<file path="src/rtl/cfg_tlp_pkg.sv">
package cfg_tlp_pkg;

  localparam logic [7:0] FT_RD0 = 8'h04;
  localparam logic [7:0] FT_WR0 = 8'h44;
  localparam logic [7:0] FT_RD1 = 8'h05;
  localparam logic [7:0] FT_WR1 = 8'h45;
  localparam logic [7:0] TAG_RD = 8'h1D;
  localparam logic [7:0] TAG_WR = 8'h10;
  localparam logic [9:0] LEN_ONE = 10'd1;

  localparam int BEAT_W   = 64;
  localparam int MAX_BEATS = 3;
  localparam int IDX_W    = $clog2(MAX_BEATS);

  typedef struct packed {
    logic [BEAT_W-1:0] data;
    logic              sop;
    logic              eop;
  } beat_t;

  typedef struct packed {
    logic        wr;
    logic        t1;
    logic [7:0]  root;
    logic [7:0]  bus;
    logic [7:0]  devfn;
    logic [11:0] ofs;
    logic [3:0]  be;
    logic [31:0] wdata;
  } cfg_req_t;

  typedef enum logic [1:0] {
    ST_IDLE = 2'd0,
    ST_SEND = 2'd1,
    ST_WAIT = 2'd2
  } eng_state_t;

endpackage

</file>
<file path="src/rtl/cfg_hdr_pack.sv">
module cfg_hdr_pack
  import cfg_tlp_pkg::*;
(
  input  cfg_req_t                    req,
  output beat_t [MAX_BEATS-1:0]       beats,
  output logic  [IDX_W-1:0]           last_idx
);

  logic [7:0]  fmt;
  logic [7:0]  tag;
  logic [11:0] ofs_dw;
  logic [31:0] dw0, dw1, dw2;
  logic        quad_pad;
  logic [1:0]  ofs_lo_unused;

  assign ofs_lo_unused = req.ofs[1:0];

  always_comb begin
    unique case ({req.wr, req.t1})
      2'b00:   fmt = FT_RD0;
      2'b01:   fmt = FT_RD1;
      2'b10:   fmt = FT_WR0;
      default: fmt = FT_WR1;
    endcase
  end

  assign tag    = req.wr ? TAG_WR : TAG_RD;
  assign ofs_dw = {req.ofs[11:2], 2'b00};

  assign dw0 = {fmt, 14'd0, LEN_ONE};
  assign dw1 = {req.root, req.devfn, tag, 4'd0, req.be};
  assign dw2 = {req.bus, req.devfn, 4'd0, ofs_dw};

  assign quad_pad = req.wr && (ofs_dw[2:0] == 3'd0);

  always_comb begin
    beats[0] = '{data: {dw1, dw0}, sop: 1'b1, eop: 1'b0};
    if (quad_pad) begin
      beats[1] = '{data: {32'd0, dw2},       sop: 1'b0, eop: 1'b0};
      beats[2] = '{data: {32'd0, req.wdata}, sop: 1'b0, eop: 1'b1};
      last_idx = IDX_W'(2);
    end else begin
      beats[1] = '{data: {(req.wr ? req.wdata : 32'd0), dw2}, sop: 1'b0, eop: 1'b1};
      beats[2] = '0;
      last_idx = IDX_W'(1);
    end
  end

endmodule

</file>
<file path="src/rtl/cfg_tx_beats.sv">
module cfg_tx_beats
  import cfg_tlp_pkg::*;
(
  input  logic                  clk,
  input  logic                  rst_n,
  input  logic                  load,
  input  beat_t [MAX_BEATS-1:0] beats_in,
  input  logic  [IDX_W-1:0]     last_in,
  input  logic                  tx_ready,
  output logic                  tx_valid,
  output logic  [BEAT_W-1:0]    tx_data,
  output logic                  tx_sop,
  output logic                  tx_eop,
  output logic                  sent
);

  beat_t [MAX_BEATS-1:0] bank;
  logic  [IDX_W-1:0]     idx;
  logic  [IDX_W-1:0]     last_q;
  logic                  active;
  beat_t                 cur;

  always_ff @(posedge clk) begin
    if (!rst_n) begin
      bank   <= '0;
      idx    <= '0;
      last_q <= '0;
      active <= 1'b0;
    end else if (load) begin
      bank   <= beats_in;
      idx    <= '0;
      last_q <= last_in;
      active <= 1'b1;
    end else if (active && tx_ready) begin
      if (idx == last_q) active <= 1'b0;
      else               idx    <= idx + 1'b1;
    end
  end

  assign cur      = bank[idx];
  assign tx_valid = active;
  assign tx_data  = cur.data;
  assign tx_sop   = active && cur.sop;
  assign tx_eop   = active && cur.eop;
  assign sent     = active && tx_ready && (idx == last_q);

endmodule

</file>
<file path="src/rtl/cfg_cpl_wait.sv">
module cfg_cpl_wait #(
  parameter int LIMIT = 625000
) (
  input  logic clk,
  input  logic rst_n,
  input  logic start,
  input  logic armed,
  input  logic rx_valid,
  input  logic rx_eop,
  output logic rx_ready,
  output logic finish,
  output logic fail
);

  localparam int CW = $clog2(LIMIT + 1);
  localparam logic [CW-1:0] LAST = CW'(LIMIT - 1);

  logic [CW-1:0] cnt;
  logic          hit;
  logic          expire;

  assign rx_ready = armed;
  assign hit      = armed && rx_valid && rx_eop;
  assign expire   = armed && (cnt == LAST);
  assign finish   = hit || expire;
  assign fail     = expire && !hit;

  always_ff @(posedge clk) begin
    if (!rst_n)                 cnt <= '0;
    else if (start)             cnt <= '0;
    else if (armed && !finish)  cnt <= cnt + 1'b1;
  end

endmodule

</file>
<file path="src/rtl/cfg_tlp_engine.sv">
module cfg_tlp_engine
  import cfg_tlp_pkg::*;
#(
  parameter int TIMEOUT_CYCLES = 625000
) (
  input  logic        clk,
  input  logic        rst_n,
  input  logic [7:0]  root_bus,
  input  logic        req_valid,
  output logic        req_ready,
  input  logic        req_write,
  input  logic        req_type1,
  input  logic [7:0]  req_bus,
  input  logic [7:0]  req_devfn,
  input  logic [11:0] req_offset,
  input  logic [3:0]  req_be,
  input  logic [31:0] req_wdata,
  output logic        busy,
  output logic        tx_valid,
  input  logic        tx_ready,
  output logic [63:0] tx_data,
  output logic        tx_sop,
  output logic        tx_eop,
  input  logic        rx_valid,
  output logic        rx_ready,
  input  logic [63:0] rx_data,
  input  logic        rx_eop,
  output logic        done,
  output logic        err,
  output logic [31:0] rdata
);

  eng_state_t            state;
  cfg_req_t              req_in;
  beat_t [MAX_BEATS-1:0] beats;
  logic  [IDX_W-1:0]     last_idx;
  logic                  take, sent, finish, fail;
  logic                  rx_hi_unused;

  assign rx_hi_unused = ^rx_data[63:32];

  assign req_ready = (state == ST_IDLE);
  assign busy      = (state != ST_IDLE);
  assign take      = req_valid && req_ready;

  assign req_in = '{wr: req_write, t1: req_type1, root: root_bus, bus: req_bus,
                    devfn: req_devfn, ofs: req_offset, be: req_be, wdata: req_wdata};

  cfg_hdr_pack u_pack (
    .req      (req_in),
    .beats    (beats),
    .last_idx (last_idx)
  );

  cfg_tx_beats u_tx (
    .clk      (clk),
    .rst_n    (rst_n),
    .load     (take),
    .beats_in (beats),
    .last_in  (last_idx),
    .tx_ready (tx_ready),
    .tx_valid (tx_valid),
    .tx_data  (tx_data),
    .tx_sop   (tx_sop),
    .tx_eop   (tx_eop),
    .sent     (sent)
  );

  cfg_cpl_wait #(.LIMIT(TIMEOUT_CYCLES)) u_wait (
    .clk      (clk),
    .rst_n    (rst_n),
    .start    (sent),
    .armed    (state == ST_WAIT),
    .rx_valid (rx_valid),
    .rx_eop   (rx_eop),
    .rx_ready (rx_ready),
    .finish   (finish),
    .fail     (fail)
  );

  always_ff @(posedge clk) begin
    if (!rst_n) begin
      state <= ST_IDLE;
      done  <= 1'b0;
      err   <= 1'b0;
      rdata <= '0;
    end else begin
      done <= 1'b0;
      err  <= 1'b0;
      unique case (state)
        ST_IDLE: if (take) state <= ST_SEND;
        ST_SEND: if (sent) state <= ST_WAIT;
        ST_WAIT: if (finish) begin
          state <= ST_IDLE;
          done  <= 1'b1;
          err   <= fail;
          rdata <= fail ? 32'hFFFF_FFFF : rx_data[31:0];
        end
        default: state <= ST_IDLE;
      endcase
    end
  end

endmodule

</file>
<file path="config.mk">
export PLATFORM = sky130hd
export DESIGN_NAME = cfg_tlp_engine
export DESIGN_NICKNAME = d
export VERILOG_FILES = /design/src/rtl/cfg_tlp_pkg.sv /design/src/rtl/cfg_hdr_pack.sv /design/src/rtl/cfg_tx_beats.sv /design/src/rtl/cfg_cpl_wait.sv /design/src/rtl/cfg_tlp_engine.sv
export SDC_FILE = /design/constraint.sdc
export NUM_CORES = 1
export LEC_CHECK = 0
export ABC_AREA = 1
export BUFFER_PORTS_ARGS = -buffer_cell sky130_fd_sc_hd__buf_2
export CORE_MARGIN = 2
export CORE_UTILIZATION = 45
export DETAILED_ROUTE_END_ITERATION = 8
export GPL_TIMING_DRIVEN = 0
export PLACE_DENSITY = 0.84
export SETUP_SLACK_MARGIN = 0.5
export SKIP_CTS_REPAIR_TIMING = 1
export SYNTH_ARGS = -nofsm -noshare
export SYNTH_HDL_FRONTEND = slang
export SYNTH_SLANG_ARGS = --single-unit
</file>
<file path="constraint.sdc">
create_clock -name clk -period 1.6 [get_ports clk]
set_input_delay 0.32 -clock clk [delete_from_list [all_inputs] [get_ports clk]]
set_output_delay 0.32 -clock clk [all_outputs]
set_load 0.05 [all_outputs]
</file>
# After elaboration in Yosys (flattened, before gate mapping)
# Index checks and enable logic that the tools add are counted.
dict set report totals {
  reg_bits 231
  memories 0
  output_inout_bits 104
  rom_bits 0
  wordCells 74
  mem_bits_rw 0
  latchBits 0
}
dict set report classes {
  mul 0
  n_lt_le_gt_ge 1
  n_div 0
  shift 0
  mux 16
  n_reduce_logical 28
  bitwise_logic 2
  n_eq_ne 9
  n_addsub 2
}
# operator count
set op_table {}
lappend op_table {{$bmux W66 S2} 1}
lappend op_table {{$mux W100} 1}
lappend op_table {{$mux W66} 1}
lappend op_table {{$mux W32} 2}
lappend op_table {{$pmux W7 S3} 1}
lappend op_table {{$add A20 B1 Y20 const B} 1}
lappend op_table {{$eq A20 B20 Y1 const B} 1}
lappend op_table {{$logic_and A1 B1 Y1} 11}
lappend op_table {{$mux W2} 4}
lappend op_table {{$reduce_and A2 Y1} 4}
lappend op_table {{$pmux W2 S3} 1}
lappend op_table {{$reduce_and A3 Y1} 2}
lappend op_table {{$reduce_bool A2 Y1} 3}
lappend op_table {{$eq A2 B1 Y1 const B} 2}
lappend op_table {{$eq A2 B2 Y1 const B} 2}
lappend op_table {{$logic_not A2 Y1} 2}
lappend op_table {{$mux W1} 4}
lappend op_table {{$mux W4} 1}
lappend op_table {{$ne A2 B2 Y1 const B} 2}
lappend op_table {{$reduce_or A2 Y1} 2}
lappend op_table {{$logic_not A3 Y1} 1}
lappend op_table {{$lt A2 B3 Y1 const B} 1}
lappend op_table {{$add A2 B1 Y2 const B} 1}
lappend op_table {{$eq A2 B2 Y1} 1}
lappend op_table {{4 further kinds} 6}

# Depth between registers and ports, before layout
dict set report logic_depth {
  word_depth 6
  ltp_mapped 11
  mapped_depth_nobuf 9
}

# By module
# From an unflattened synthesis, not the netlist that was laid out.
dict set report unflattened {
  cells_unflattened 1956
  hier_area_um2 13131.3
}
# mod cells_each n_inst area_each_um2 seq_area_each_um2
set by_module_without_submodules {}
lappend by_module_without_submodules {cfg_tx_beats 1195 1 8465.6 4063.9}
lappend by_module_without_submodules {cfg_tlp_engine 264 1 1720.4 720.7}
lappend by_module_without_submodules {cfg_hdr_pack 247 1 1478.9 0.0}
lappend by_module_without_submodules {cfg_cpl_wait 250 1 1466.4 400.4}

# Worst setup path before layout
# OpenSTA, ideal clock, no wires.
dict set report synth_timing {
  path_kind {register to output}
  startpoint {reg u_tx.active, in the netlist u_tx.tx_valid}
  endpoint {out tx_eop}
  required_ns 1.280
  t_arrival_ns 1.973
  path_stages_with_launch 3
  path_slack_ns -0.693
  n_path_buf 0
  path_cell_list {dfxtp_1 -> inv_1 -> a211oi_1}
}
dict set report synth_between {
  elab_chain_cells 1
}
# item line
set synth_lines {}
lappend synth_lines {{start, declared} cfg_tx_beats.sv:20} ;# logic active;
lappend synth_lines {{start signal, assigned} cfg_tx_beats.sv:28} ;# active <= 1'b0;
lappend synth_lines {{start signal, assigned} cfg_tx_beats.sv:33} ;# active <= 1'b1;
lappend synth_lines {{start signal, assigned} cfg_tx_beats.sv:35} ;# if (idx == last_q) active <= 1'b0;
lappend synth_lines {{$logic_and A1 B1 Y1} cfg_tx_beats.sv:44} ;# assign tx_eop = active && cur.eop;
lappend synth_lines {{end, declared} cfg_tlp_engine.sv:23} ;# output logic tx_eop,
# No other way between the ends.

# Worst setup path after layout
dict set report layout_timing {
  startpoint {reg u_tx.idx[0]}
  endpoint {out tx_data[31]}
}
dict set report layout_between {
  elab_chain_cells 2
}
# item line
set layout_lines {}
lappend layout_lines {{start, declared} cfg_tx_beats.sv:18} ;# logic [IDX_W-1:0] idx;
lappend layout_lines {{start signal, assigned} cfg_tx_beats.sv:36} ;# else idx <= idx + 1'b1;
lappend layout_lines {{$bmux W66 S2} cfg_tx_beats.sv:40} ;# assign cur = bank[idx];
lappend layout_lines {{$mux W66 (implied by the code)} cfg_tx_beats.sv:40}
lappend layout_lines {{end, declared} cfg_tlp_engine.sv:21} ;# output logic [63:0] tx_data,
# No other way between the ends. The select of a mux whose other input is x is not followed.

==> metrics.yaml <==
yosys.cell_types.count: 36
syn_area_per_cell_um2: 7.63
finalCritPeriodShare_pct: 136
first_iter_violations: 1056
grt_overflow_total: 0
crit_required_ns: 1.28
hp-class: "in2reg"
ys_seq_elements: 167
report.final.slew_viol_count: 0
startpoint_type: "flip-flop"
totalWireLength_um: 36700
clock_skew_ns: 0.00971
ys_warn_count: 0
gp_congestion: 0.875
yosysSeqAreaShare_pct: 47.3
drive_gt1_share_pct: 55.6
wl_per_cell_um: 25.1
clockBufferDepth: 2
rows: 45
die_y_um: 129
tightestPinTransition_ns: 0.972
hpwl_um: 16300
grt_antenna_before_repair: 1
syn_nets: 1072
crit_path_max_fanout: 7
rsz0062_at_grt: "true"
drtPass1Iterations: 6
violations: "negative setup slack"
crit_arrival_ns: 1.86
reg2reg_slack_ns: -0.16
cts_root_buf: "clkbuf_16"
ioPinCount: 248
path_clk_slew_ns: 0.07
ff2ff_path_depth: 8
grt_max_degree: 17
place_worst_setup_slack_ns: -0.258
powerDensity_nw_per_um2: 862
synth_top_area_cell: "dfxtp_1"
endpoint_kind: "output port"
whs_path_depth: 3
grt_pass1_vias: 6939
power_leakage_nw: 5.48
clkLatencyLatePin_ns: 0.44
min_period_ns: 2.18
core_area_um2: 15300
path_class: "reg2out"
hp-start: "req_offset[6]"
synth_top_cell_area_share_pct: 47.3
r2r-end: "u_tx.bank[137]"
cts_tree: "yes"
netlist_instances: 926
drc: 0
die-area_um2: 16700
ant_nets: 0
relSlewSlack_pct: 35.2
cts.sinks: 167
area_delta_synth_final_pct: 88.2
dp_cells: 1349
setup_viol: 163
diodes: 0
grt_pass1_wl_um: 34900
max_freq_ghz: 0.459
h-tree-depth: 4
min_to: "u_tx.bank[74]"
fin_ws_ns: -0.578
synth_area_um2: 7070
start_util_pct: 46.3
portBuffers: 212
numCtsBuffers: 17
power_mw: 11.5
track_usage_pct: 27.0
vdd_drop_max_mv: 0.861
synth_area_leaders: "dfxtp_1 47%, inv_1 8.9%, nand2_1 8.1%"
outcome: "finished, violations left"
viasPerCell: 6.09
fin_nets: 1384
hold_viol: 0
die_x_um: 129
fin_cells: 1462
dr_total_vias: 8908
max_cap_violations: 0
r2r_start: "state[0]"
[synthesized netlist by cell type]
master / instances
nand3_4: 1
nor2_2: 4
or2_2: 8
buf_4: 5
nor4_1: 1
a22o_1: 4
nand2_2: 1
buf_2: 20
clkbuf_1: 26
inv_1: 168
a21oi_1: 23
a22oi_1: 2
dfxtp_1: 167
o32ai_1: 11
nor2_4: 2
o22ai_1: 75
a211oi_1: 1
nand4_1: 6
a31oi_1: 1
clkinv_1: 1
o221ai_1: 1
o21ai_0: 24
nand3_1: 30
xnor2_1: 4
nand3b_1: 1
o211ai_1: 32
ha_1: 2
nand3_2: 1
buf_6: 4
nand2_4: 2
nor2_1: 57
nand2_1: 152
or2_0: 24
xor2_1: 8
o21ai_1: 50
inv_2: 7
[layout make-up]
| cell class | instances | area, um^2 |
|---|---|---|
| Buffer | 55 | 769 |
| Clock buffer | 23 | 508 |
| Clock inverter | 9 | 138 |
| Fill cell | 562 | 1960 |
| Inverter | 176 | 678 |
| Multi-Input combinational cell | 529 | 4570 |
| Sequential cell | 167 | 3420 |
| Tap cell | 211 | 264 |
| Timing Repair Buffer | 292 | 2960 |
[flip-flops by register name (all words and copies together) (netlist names)]
signal / count
done: 1
err: 1
rdata: 32
state: 2
u_tx.bank: 106
u_tx.idx: 2
u_tx.last_q: 2
u_tx.tx_valid: 1
u_wait.cnt: 20
[worst max-delay path by stage]
stage                            from     endpoint  slack (ns)  depth (start not counted)
after global routing      u_tx.idx[0]  tx_data[53]       -0.60                          5
after CTS                 u_tx.idx[0]  tx_data[53]       -0.73                          5
after global placement    u_tx.idx[0]  tx_data[32]       -0.24                          5
after floorplan           u_tx.idx[0]  tx_data[32]        0.01                          4
after detailed placement  u_tx.idx[0]  tx_data[53]       -0.26                          5
final                     u_tx.idx[0]  tx_data[31]       -0.58                          7
[cell usage in the layout, fill, tap and decap left out, types with 5 or more instances in the layout]
cell type  count
inv_4          5
buf_6         97
buf_8         64
o21ai_2       41
o32ai_2       10
nand2_1      109
nor2_4        23
dfxtp_2       44
clkbuf_8       6
nand2_4       26
buf_4         30
o22ai_2       17
a21oi_2       14
nor2_1        31
nor2_2         9
o21ai_4        8
o21ai_1       22
nand3_1        7
nand2_2       17
clkbuf_16     40
buf_12        14
dfxtp_4        6
o211ai_1      32
o22ai_1       14
inv_1        160
inv_2         10
or2_0         24
nand4_1        6
or2_4          8
xor2_1         6
dfxtp_1      117
o22ai_4       44
nand3_2       21
buf_2        113
a21oi_1        9
[routing by layer]
metal  up-vias  GRT usage (%)  share of wire [%]
met5         -              0              0.030
met4         2           10.5                7.4
met3       265           7.14                 11
met2       798           47.2                 48
met1      4197           31.6                 34
li1       3646              -                  -
[power breakdown]
| part | leakage, nW | internal, mW | switching, mW | total (mW) |
|---|---|---|---|---|
| Clock | 0.316 | 2.72 | 1.84 | 4.56 |
| Sequential | 1.38 | 4.31 | 0.102 | 4.41 |
| Combinational | 3.78 | 0.983 | 1.51 | 2.49 |
[cells by family (layout without fill, tap and decap cells)]
family | count (synthesis) | in the layout | synth area share (%)
AO/OA/AOI/OAI | 224 | 224 | 19.3
XOR/XNOR | 12 | 12 | 1.49
adder cells (fa/ha/maj) | 2 | 2 | 0.354
buffers and inverters | 231 | 555 | 13.3
flip-flops | 167 | 167 | 47.3
AND/OR/NAND/NOR | 290 | 291 | 18.3
[critical path, cell delays in order, from the launching register on]
cell       delay (ns)
dfxtp_4          0.41
inv_2            0.06
nor2_4           0.20
inv_4            0.08
clkbuf_16        0.18
clkbuf_16        0.18
o22ai_4          0.13
buf_6            0.19
[metrics by stage]
stage	utilization [%]	hold slack, ns	instance area [um^2]	TNS, ns
6_report	87.2	0.0903	13300	-37.80
5_1_grt	87.2	0.0954	13300	-44.80
4_1_cts	67.8	0.0795	10300	-43.13
3_5_place_dp	63.6	0.465	9700	-20.12
3_3_place_gp	63.6	0.451	9700	-16.42
2_1_floorplan	-	0.437	8380	0
Note: power is estimated with default switching activity, not from simulation.
